===== config.mk =====
export PLATFORM = sky130hd
export DESIGN_NAME = sample_fanout_dmux
export DESIGN_NICKNAME = d
export VERILOG_FILES = /design/src/rtl/dmx_pkg.sv /design/src/rtl/dmx_capture.sv /design/src/rtl/dmx_slot_ctrl.sv /design/src/rtl/dmx_lane.sv /design/src/rtl/sample_fanout_dmux.sv
export SDC_FILE = /design/constraint.sdc
export NUM_CORES = 1
export LEC_CHECK = 0
export ABC_CLOCK_PERIOD_IN_PS = 1850
export BUFFER_PORTS_ARGS = -buffer_cell sky130_fd_sc_hd__buf_2
export CAP_MARGIN = 10
export CORE_MARGIN = 2
export CORE_UTILIZATION = 52
export DETAILED_ROUTE_END_ITERATION = 10
export HOLD_SLACK_MARGIN = 0.1
export PLACE_DENSITY_LB_ADDON = 0.08
export SYNTH_ARGS = -nofsm -noshare
export SYNTH_HDL_FRONTEND = slang
export SYNTH_SLANG_ARGS = --single-unit

===== constraint.sdc =====
create_clock -name clk -period 1.85 [get_ports clk]
set_clock_uncertainty 0.2 [all_clocks]
set_input_delay 0.2775 -clock clk [delete_from_list [all_inputs] [get_ports clk]]
set_output_delay 0.2775 -clock clk [all_outputs]
set_load 0.005 [all_outputs]

===== src/rtl/dmx_pkg.sv =====
package dmx_pkg;

    // Mode selection latched after reset release
    typedef struct packed {
        logic quad;      // 1: four ports, 0: two ports
        logic dual_in;   // capture on both source clock transitions
        logic dual_out;  // toggle-style ready and strobes
        logic stagger;   // per-port staggered updates
    } dmx_cfg_t;

endpackage


===== src/rtl/dmx_capture.sv =====
module dmx_capture
    import dmx_pkg::*;
#(
    parameter int DW = 10
) (
    input  logic          clk,
    input  logic          rst_n,
    input  logic          src_clk,
    input  logic [DW-1:0] din,
    input  logic          din_side,
    input  dmx_cfg_t      cfg_pins,
    output logic          cap_vld,
    output logic [DW:0]   cap_word,
    output dmx_cfg_t      cfg
);

    typedef struct packed {
        logic     armed;
        logic     prev;
        dmx_cfg_t cfg;
    } cap_st_t;

    cap_st_t s_d, s_q;
    logic    rise, fall;

    always_comb begin
        s_d       = s_q;
        s_d.prev  = src_clk;
        s_d.armed = 1'b1;
        if (!s_q.armed) begin
            s_d.cfg = cfg_pins;
        end
        rise     = src_clk & ~s_q.prev;
        fall     = ~src_clk & s_q.prev;
        cap_vld  = s_q.armed & (rise | (s_q.cfg.dual_in & fall));
        cap_word = {din_side, din};
        cfg      = s_q.cfg;
    end

    always_ff @(posedge clk or negedge rst_n) begin
        if (!rst_n) begin
            s_q <= '0;
        end else begin
            s_q <= s_d;
        end
    end

    // Modes are frozen once the block is armed
    assert_cfg_frozen_R11: assert property (@(posedge clk) disable iff (!rst_n)
        s_q.armed |=> $stable(s_q.cfg));

    // A falling source transition never captures in single-edge mode
    assert_fall_ignored_R4: assert property (@(posedge clk) disable iff (!rst_n)
        (!s_q.cfg.dual_in && !src_clk) |-> !cap_vld);

endmodule


===== src/rtl/dmx_slot_ctrl.sv =====
module dmx_slot_ctrl
    import dmx_pkg::*;
#(
    parameter int LANES = 4
) (
    input  logic                     clk,
    input  logic                     rst_n,
    input  logic                     cap_vld,
    input  dmx_cfg_t                 cfg,
    output logic [$clog2(LANES)-1:0] slot,
    output logic [$clog2(LANES):0]   n_active,
    output logic                     last
);

    localparam int SW = $clog2(LANES);

    typedef struct packed {
        logic [SW-1:0] slot;
    } slot_st_t;

    slot_st_t s_d, s_q;
    logic     at_end;

    always_comb begin
        s_d      = s_q;
        n_active = cfg.quad ? (SW+1)'(LANES) : (SW+1)'(LANES / 2);
        at_end   = ({1'b0, s_q.slot} == n_active - 1'b1);
        last     = cap_vld & at_end;
        if (cap_vld) begin
            s_d.slot = at_end ? '0 : s_q.slot + 1'b1;
        end
        slot = s_q.slot;
    end

    always_ff @(posedge clk or negedge rst_n) begin
        if (!rst_n) begin
            s_q <= '0;
        end else begin
            s_q <= s_d;
        end
    end

    // Slot pointer never leaves the active port range
    assert_slot_range_R3: assert property (@(posedge clk) disable iff (!rst_n)
        ({1'b0, s_q.slot} < n_active) || !$stable(n_active));

    // Slot moves only on a capture
    assert_slot_hold_R2: assert property (@(posedge clk) disable iff (!rst_n)
        !cap_vld |=> $stable(s_q.slot));

endmodule


===== src/rtl/dmx_lane.sv =====
module dmx_lane
    import dmx_pkg::*;
#(
    parameter int DW    = 10,
    parameter int LANES = 4,
    parameter int IDX   = 0
) (
    input  logic                     clk,
    input  logic                     rst_n,
    input  logic                     cap_vld,
    input  logic [DW:0]              cap_word,
    input  logic [$clog2(LANES)-1:0] slot,
    input  logic [$clog2(LANES):0]   n_active,
    input  logic                     last,
    input  dmx_cfg_t                 cfg,
    output logic [DW-1:0]            lane_data,
    output logic                     lane_aux
);

    localparam int SW = $clog2(LANES);
    localparam logic [SW-1:0] MY_SLOT = SW'(IDX);
    localparam logic [SW:0]   MY_POS  = (SW+1)'(IDX);

    typedef struct packed {
        logic [DW:0] stage;
        logic [DW:0] outw;
        logic        pulse;
        logic        tog;
    } lane_st_t;

    lane_st_t s_d, s_q;
    logic     mine, active, upd, strobe;

    always_comb begin
        s_d    = s_q;
        active = (MY_POS < n_active);
        mine   = cap_vld && (slot == MY_SLOT);
        upd    = cfg.stagger ? mine : (last & active);
        if (mine) begin
            s_d.stage = cap_word;
        end
        if (upd) begin
            s_d.outw = mine ? cap_word : s_q.stage;
        end
        s_d.pulse = upd;
        s_d.tog   = s_q.tog ^ upd;
        strobe    = cfg.dual_out ? s_q.tog : s_q.pulse;
        lane_data = s_q.outw[DW-1:0];
        lane_aux  = cfg.stagger ? strobe : s_q.outw[DW];
    end

    always_ff @(posedge clk or negedge rst_n) begin
        if (!rst_n) begin
            s_q <= '0;
        end else begin
            s_q <= s_d;
        end
    end

    // Unused ports in the 1:2 ratio never change
    assert_idle_lane_R3: assert property (@(posedge clk) disable iff (!rst_n)
        !active |=> $stable(s_q.outw));

    // Staggered: the port changes only after its own capture
    assert_own_slot_R9: assert property (@(posedge clk) disable iff (!rst_n)
        (cfg.stagger && !mine) |=> $stable(s_q.outw));

    // A pulse strobe lasts one clock
    assert_pulse_width_R10: assert property (@(posedge clk) disable iff (!rst_n)
        s_q.pulse |=> !s_q.pulse);

endmodule


===== src/rtl/sample_fanout_dmux.sv =====
module sample_fanout_dmux
    import dmx_pkg::*;
#(
    parameter int DW    = 10,
    parameter int LANES = 4
) (
    input  logic                clk,
    input  logic                rst_n,
    input  logic                src_clk,
    input  logic [DW-1:0]       din,
    input  logic                din_side,
    input  logic                sel_quad,
    input  logic                sel_dual_in,
    input  logic                sel_dual_out,
    input  logic                sel_stagger,
    output logic [LANES*DW-1:0] out_data,
    output logic [LANES-1:0]    out_aux,
    output logic                data_rdy
);

    localparam int SW = $clog2(LANES);

    typedef struct packed {
        logic pulse;
        logic tog;
    } rdy_st_t;

    dmx_cfg_t      cfg_pins, cfg;
    logic          cap_vld, last;
    logic [DW:0]   cap_word;
    logic [SW-1:0] slot;
    logic [SW:0]   n_active;
    rdy_st_t       s_d, s_q;

    assign cfg_pins = '{quad: sel_quad, dual_in: sel_dual_in,
                        dual_out: sel_dual_out, stagger: sel_stagger};

    dmx_capture #(.DW(DW)) u_cap (
        .clk      (clk),
        .rst_n    (rst_n),
        .src_clk  (src_clk),
        .din      (din),
        .din_side (din_side),
        .cfg_pins (cfg_pins),
        .cap_vld  (cap_vld),
        .cap_word (cap_word),
        .cfg      (cfg)
    );

    dmx_slot_ctrl #(.LANES(LANES)) u_slot (
        .clk      (clk),
        .rst_n    (rst_n),
        .cap_vld  (cap_vld),
        .cfg      (cfg),
        .slot     (slot),
        .n_active (n_active),
        .last     (last)
    );

    for (genvar k = 0; k < LANES; k++) begin : g_lane
        dmx_lane #(.DW(DW), .LANES(LANES), .IDX(k)) u_lane (
            .clk       (clk),
            .rst_n     (rst_n),
            .cap_vld   (cap_vld),
            .cap_word  (cap_word),
            .slot      (slot),
            .n_active  (n_active),
            .last      (last),
            .cfg       (cfg),
            .lane_data (out_data[k*DW +: DW]),
            .lane_aux  (out_aux[k])
        );
    end

    always_comb begin
        s_d       = s_q;
        s_d.pulse = last;
        s_d.tog   = s_q.tog ^ last;
        data_rdy  = cfg.dual_out ? s_q.tog : s_q.pulse;
    end

    always_ff @(posedge clk or negedge rst_n) begin
        if (!rst_n) begin
            s_q <= '0;
        end else begin
            s_q <= s_d;
        end
    end

    // Simultaneous: port data moves only together with a group marker
    assert_group_update_R6: assert property (@(posedge clk) disable iff (!rst_n)
        (!cfg.stagger && !$stable(out_data)) |-> s_q.pulse);

    // Ready pulse follows a capture
    assert_rdy_after_cap_R7: assert property (@(posedge clk) disable iff (!rst_n)
        s_q.pulse |-> $past(cap_vld));

    // Toggle ready changes once per completed group
    assert_rdy_toggle_R8: assert property (@(posedge clk) disable iff (!rst_n)
        !$stable(s_q.tog) |-> s_q.pulse);

endmodule


==> impl_results.md <==
* Status: completed
* Final net count at 479
* Final GP Congestion at around 0.76
* CP Data Required Time at 1.37 ns
* Layout cells sized above 1 at 36.1%
* Initial DRC Count at 115
* Mean cell area of the mapped netlist at around 12 um2
* RSZ-0062 raised after global routing: false
* Worst Hold Class: in2async
* Met3 WL at around 270 um
* Tcrit/Tclk final at 96.3%
* Synth area leader: dfrtp_1
* Clk buf depth at 2
* Synth Warn # at 0
* Antenna Cells at 0
* Post-Synth Simple-Gate Area at 4.00%
* DR vias at 3013
* Synth Instances at around 400
* Post-synthesis compound-gate area fraction at just over 8%
* Sequential group share of total power at between 40 and 50%
* Max Cap Viol at 0
* CTS clk-pin slew, worst paths at 0.10 ns
* Residual DRC at 0
* Number of synthesized register bits at approximately 110
* M1 wire length at 4.66 mm
* Final hold violation count at 0
* Post-Synth Adder-Cell Area at 1.02%
* Die area at ~10000 um2
* Setup violators final at 0
* PortBufs at 62
* Pin count of the biggest net entering global routing at 56
* Crit Path Max Fanout at 6
* First-pass GRT wire length at 15.3 mm
* Worst Setup Start Kind: flop
* Sw Share at 33.0%
* Worst path arrival time at 1.30 ns
* # IOs at 63
* Seq/Total Area, Yosys at 54.3%
* GRT Total Usage at 19.6%
* CTS Sinks at 106
* Sw power at 2.88 mW
* Syn Std Cell Area at 4880 um2
* Max IR drop VDD at 724 uV
* CTS tree: yes
* Top layer used by detailed routing: met4
* Net Count, Synth at approximately 420
* First drt pass iteration count at 4
* Pwr Density at 1560 nW/um2
* Cell internal pwr at 5.84 mW
* Largest cells by area after synthesis: dfrtp_1, mux2i_1, mux2_2
* Detail Route Antenna Nets at 0
* Synth unique cells at 28
* Lkg Pwr at 2.57 nW
* Routed WL at 9.26 mm
* Initial antenna violation count at 0
* CP endpoint kind: primary output
* Core area at 9200 um2
* Fmax at 561 MHz
* Vias in the first global route at 2938
* Row cnt at 35
* Met2 wire len at 4.16 mm
* Clock root buffer: clkbuf_8
* CTS H-tree depth at 3
* Worst skew pair latency at 0.36 ns
* Largest family of logic cells by synthesized area: multiplexers
* Chip width at just over 100 um
* Final Total Pwr at 8.71 mW
* Clock power frac at 16.8%
* Area grow syn2layout at 14.2%
* Final min period at 1.78 ns
* CTS Buf Count at 9
* Post-DP HPWL at 6.34 mm
* Setup TNS Final at 0 ns
* Die Y at 101 um
* Vias per cell at between 5 and 6
* GRT overflow at 0
* XOR/XNOR Fraction of Synth Area at 1.26%
* Slew Limit Fails at 0
* Initial cell density of the core at between 50% and 60%
* Synth top area share at 54.3%
* Post-synthesis mux area share at 21.9%
* Crit Path Category: reg2out
* Combinational group share of total power at between 30% and 40%
* DR WL/cell at between 15 and 20 um
cell usage after synthesis, drive strengths merged:
| library cell | n |
|---|---|
| conb | 1 |
| nand2 | 10 |
| mux2i | 48 |
| xnor2 | 1 |
| a22oi | 3 |
| nor2 | 26 |
| o21ai | 3 |
| mux2 | 49 |
| dfrtp | 106 |
| nand4b | 2 |
| a21oi | 70 |
| clkbuf | 5 |
| xor2 | 6 |
| a211oi | 1 |
| ha | 4 |
| inv | 2 |
| and2 | 2 |
| buf | 60 |
| nand2b | 1 |
| nand3 | 1 |
| nand3b | 1 |
stage by stage:
| stage | util, % | setup WS, ns | hold WS [ns] | area [um2] | std cells |
|---|---|---|---|---|---|
| after global placement | 56.2 | 0.136 | 0.102 | 5170 | 538 |
| after CTS | 60.3 | 0.0358 | 0.249 | 5550 | 571 |
| after detailed placement | 56.2 | 0.0774 | 0.0971 | 5170 | 538 |
| after global routing | 60.7 | 0.0160 | 0.262 | 5580 | 573 |
| after floorplan | - | 0.0217 | -0.218 | 4890 | 402 |
| final | 60.7 | 0.0685 | 0.242 | 5580 | 573 |
worst paths after layout:
| check | start | to | slack [ns] | cells after the start |
|---|---|---|---|---|
| max in group asynchronous | rst_n | u_slot.slot[1]$_DFFE_PN0P_ | 0.94 | 3 |
| hold / removal | rst_n | g_lane[2].u_lane.s_q[1]$_DFF_PN0_ | 0.24 | 3 |
| setup reg to reg | u_cap.s_q[4]$_DFF_PN0_ | s_q[0]$_DFF_PN0_ | 0.10 | 5 |
| min in group clk | g_lane[0].u_lane.s_q[0]$_DFF_PN0_ | g_lane[0].u_lane.s_q[0]$_DFF_PN0_ | 0.27 | 1 |
| setup / recovery | u_cap.cfg[1]$_DFFE_PN0N_ | data_rdy | 0.07 | 2 |
| hold reg to reg | g_lane[0].u_lane.s_q[0]$_DFF_PN0_ | g_lane[0].u_lane.s_q[0]$_DFF_PN0_ | 0.27 | 1 |
timing repair:
action	4_1_cts	5_1_grt
hold endpoints to repair	151	0
setup buffers	0	2
endpoints found under the setup margin	3	54
gates resized for setup	2	6
pin swaps	0	1
cloned	0	0
hold buffers	17	0
cells in the final DEF (no fill, tap or decap), types with 2 or more instances in the layout:
master,netlist,routed
nand2_2,2,2
o21ai_0,3,3
and2_1,2,2
dfrtp_1,106,102
dlygate4sd3_1,0,17
nand2_1,8,8
clkbuf_8,0,10
buf_2,12,61
clkinvlp_4,0,2
nor2_1,26,26
mux2_4,10,10
mux2i_1,48,48
xor2_1,6,6
buf_12,0,5
a21oi_1,70,70
mux2_2,39,39
ha_1,4,3
dfrtp_2,0,4
buf_4,44,25
a22oi_2,2,2
final cells by class:
cell class                 count  area, um2
fill                         760       3620
sequential                   106       2660
multi-input combinational    229       1800
timing repair buffer         109        774
clock buffer                  11        141
tap                          111        139
clock inverter                 5       62.6
inverter                       2       7.51
worst max-delay path, stage by stage, from the launching register on:
cell	delay (ns)
dfrtp_2	0.47
mux2_2	0.35
buf_2	0.12
state kept, by name, indices dropped and copies added, names as in the netlist:
register                 cells
g_lane.u_lane.s_q           56
g_lane.u_lane.lane_data     40
u_cap.cfg                    4
s_q                          2
u_cap.s_q                    2
u_slot.slot                  2
metal layers:
layer	vias to the layer above	global-route usage (%)
li1	1463	-
met1	1477	28.4
met2	60	29.6
met3	13	3.81
met4	0	7.28
met5	-	0
power groups by stage:
stage	registers [mW]	clock network [mW]	logic, mW
detailed placement	4.01	0	3.23
floorplan	3.85	0	2.83
CTS	3.97	1.50	3.28
finish	3.97	1.46	3.28
global route	4.12	1.60	3.68
global placement	3.97	0	3.19
cell families (layout without fill, tap and decap cells):
family / after synthesis / after routing
XOR/XNOR: 7 / 7
flip-flops: 106 / 106
multiplexers: 97 / 97
AO/OA/AOI/OAI: 77 / 77
adder cells (fa/ha/maj): 4 / 4
buffers and inverters: 67 / 127
AND/OR/NAND/NOR: 43 / 43
other: 1 / 1
Power figures use the tool's default switching activity.
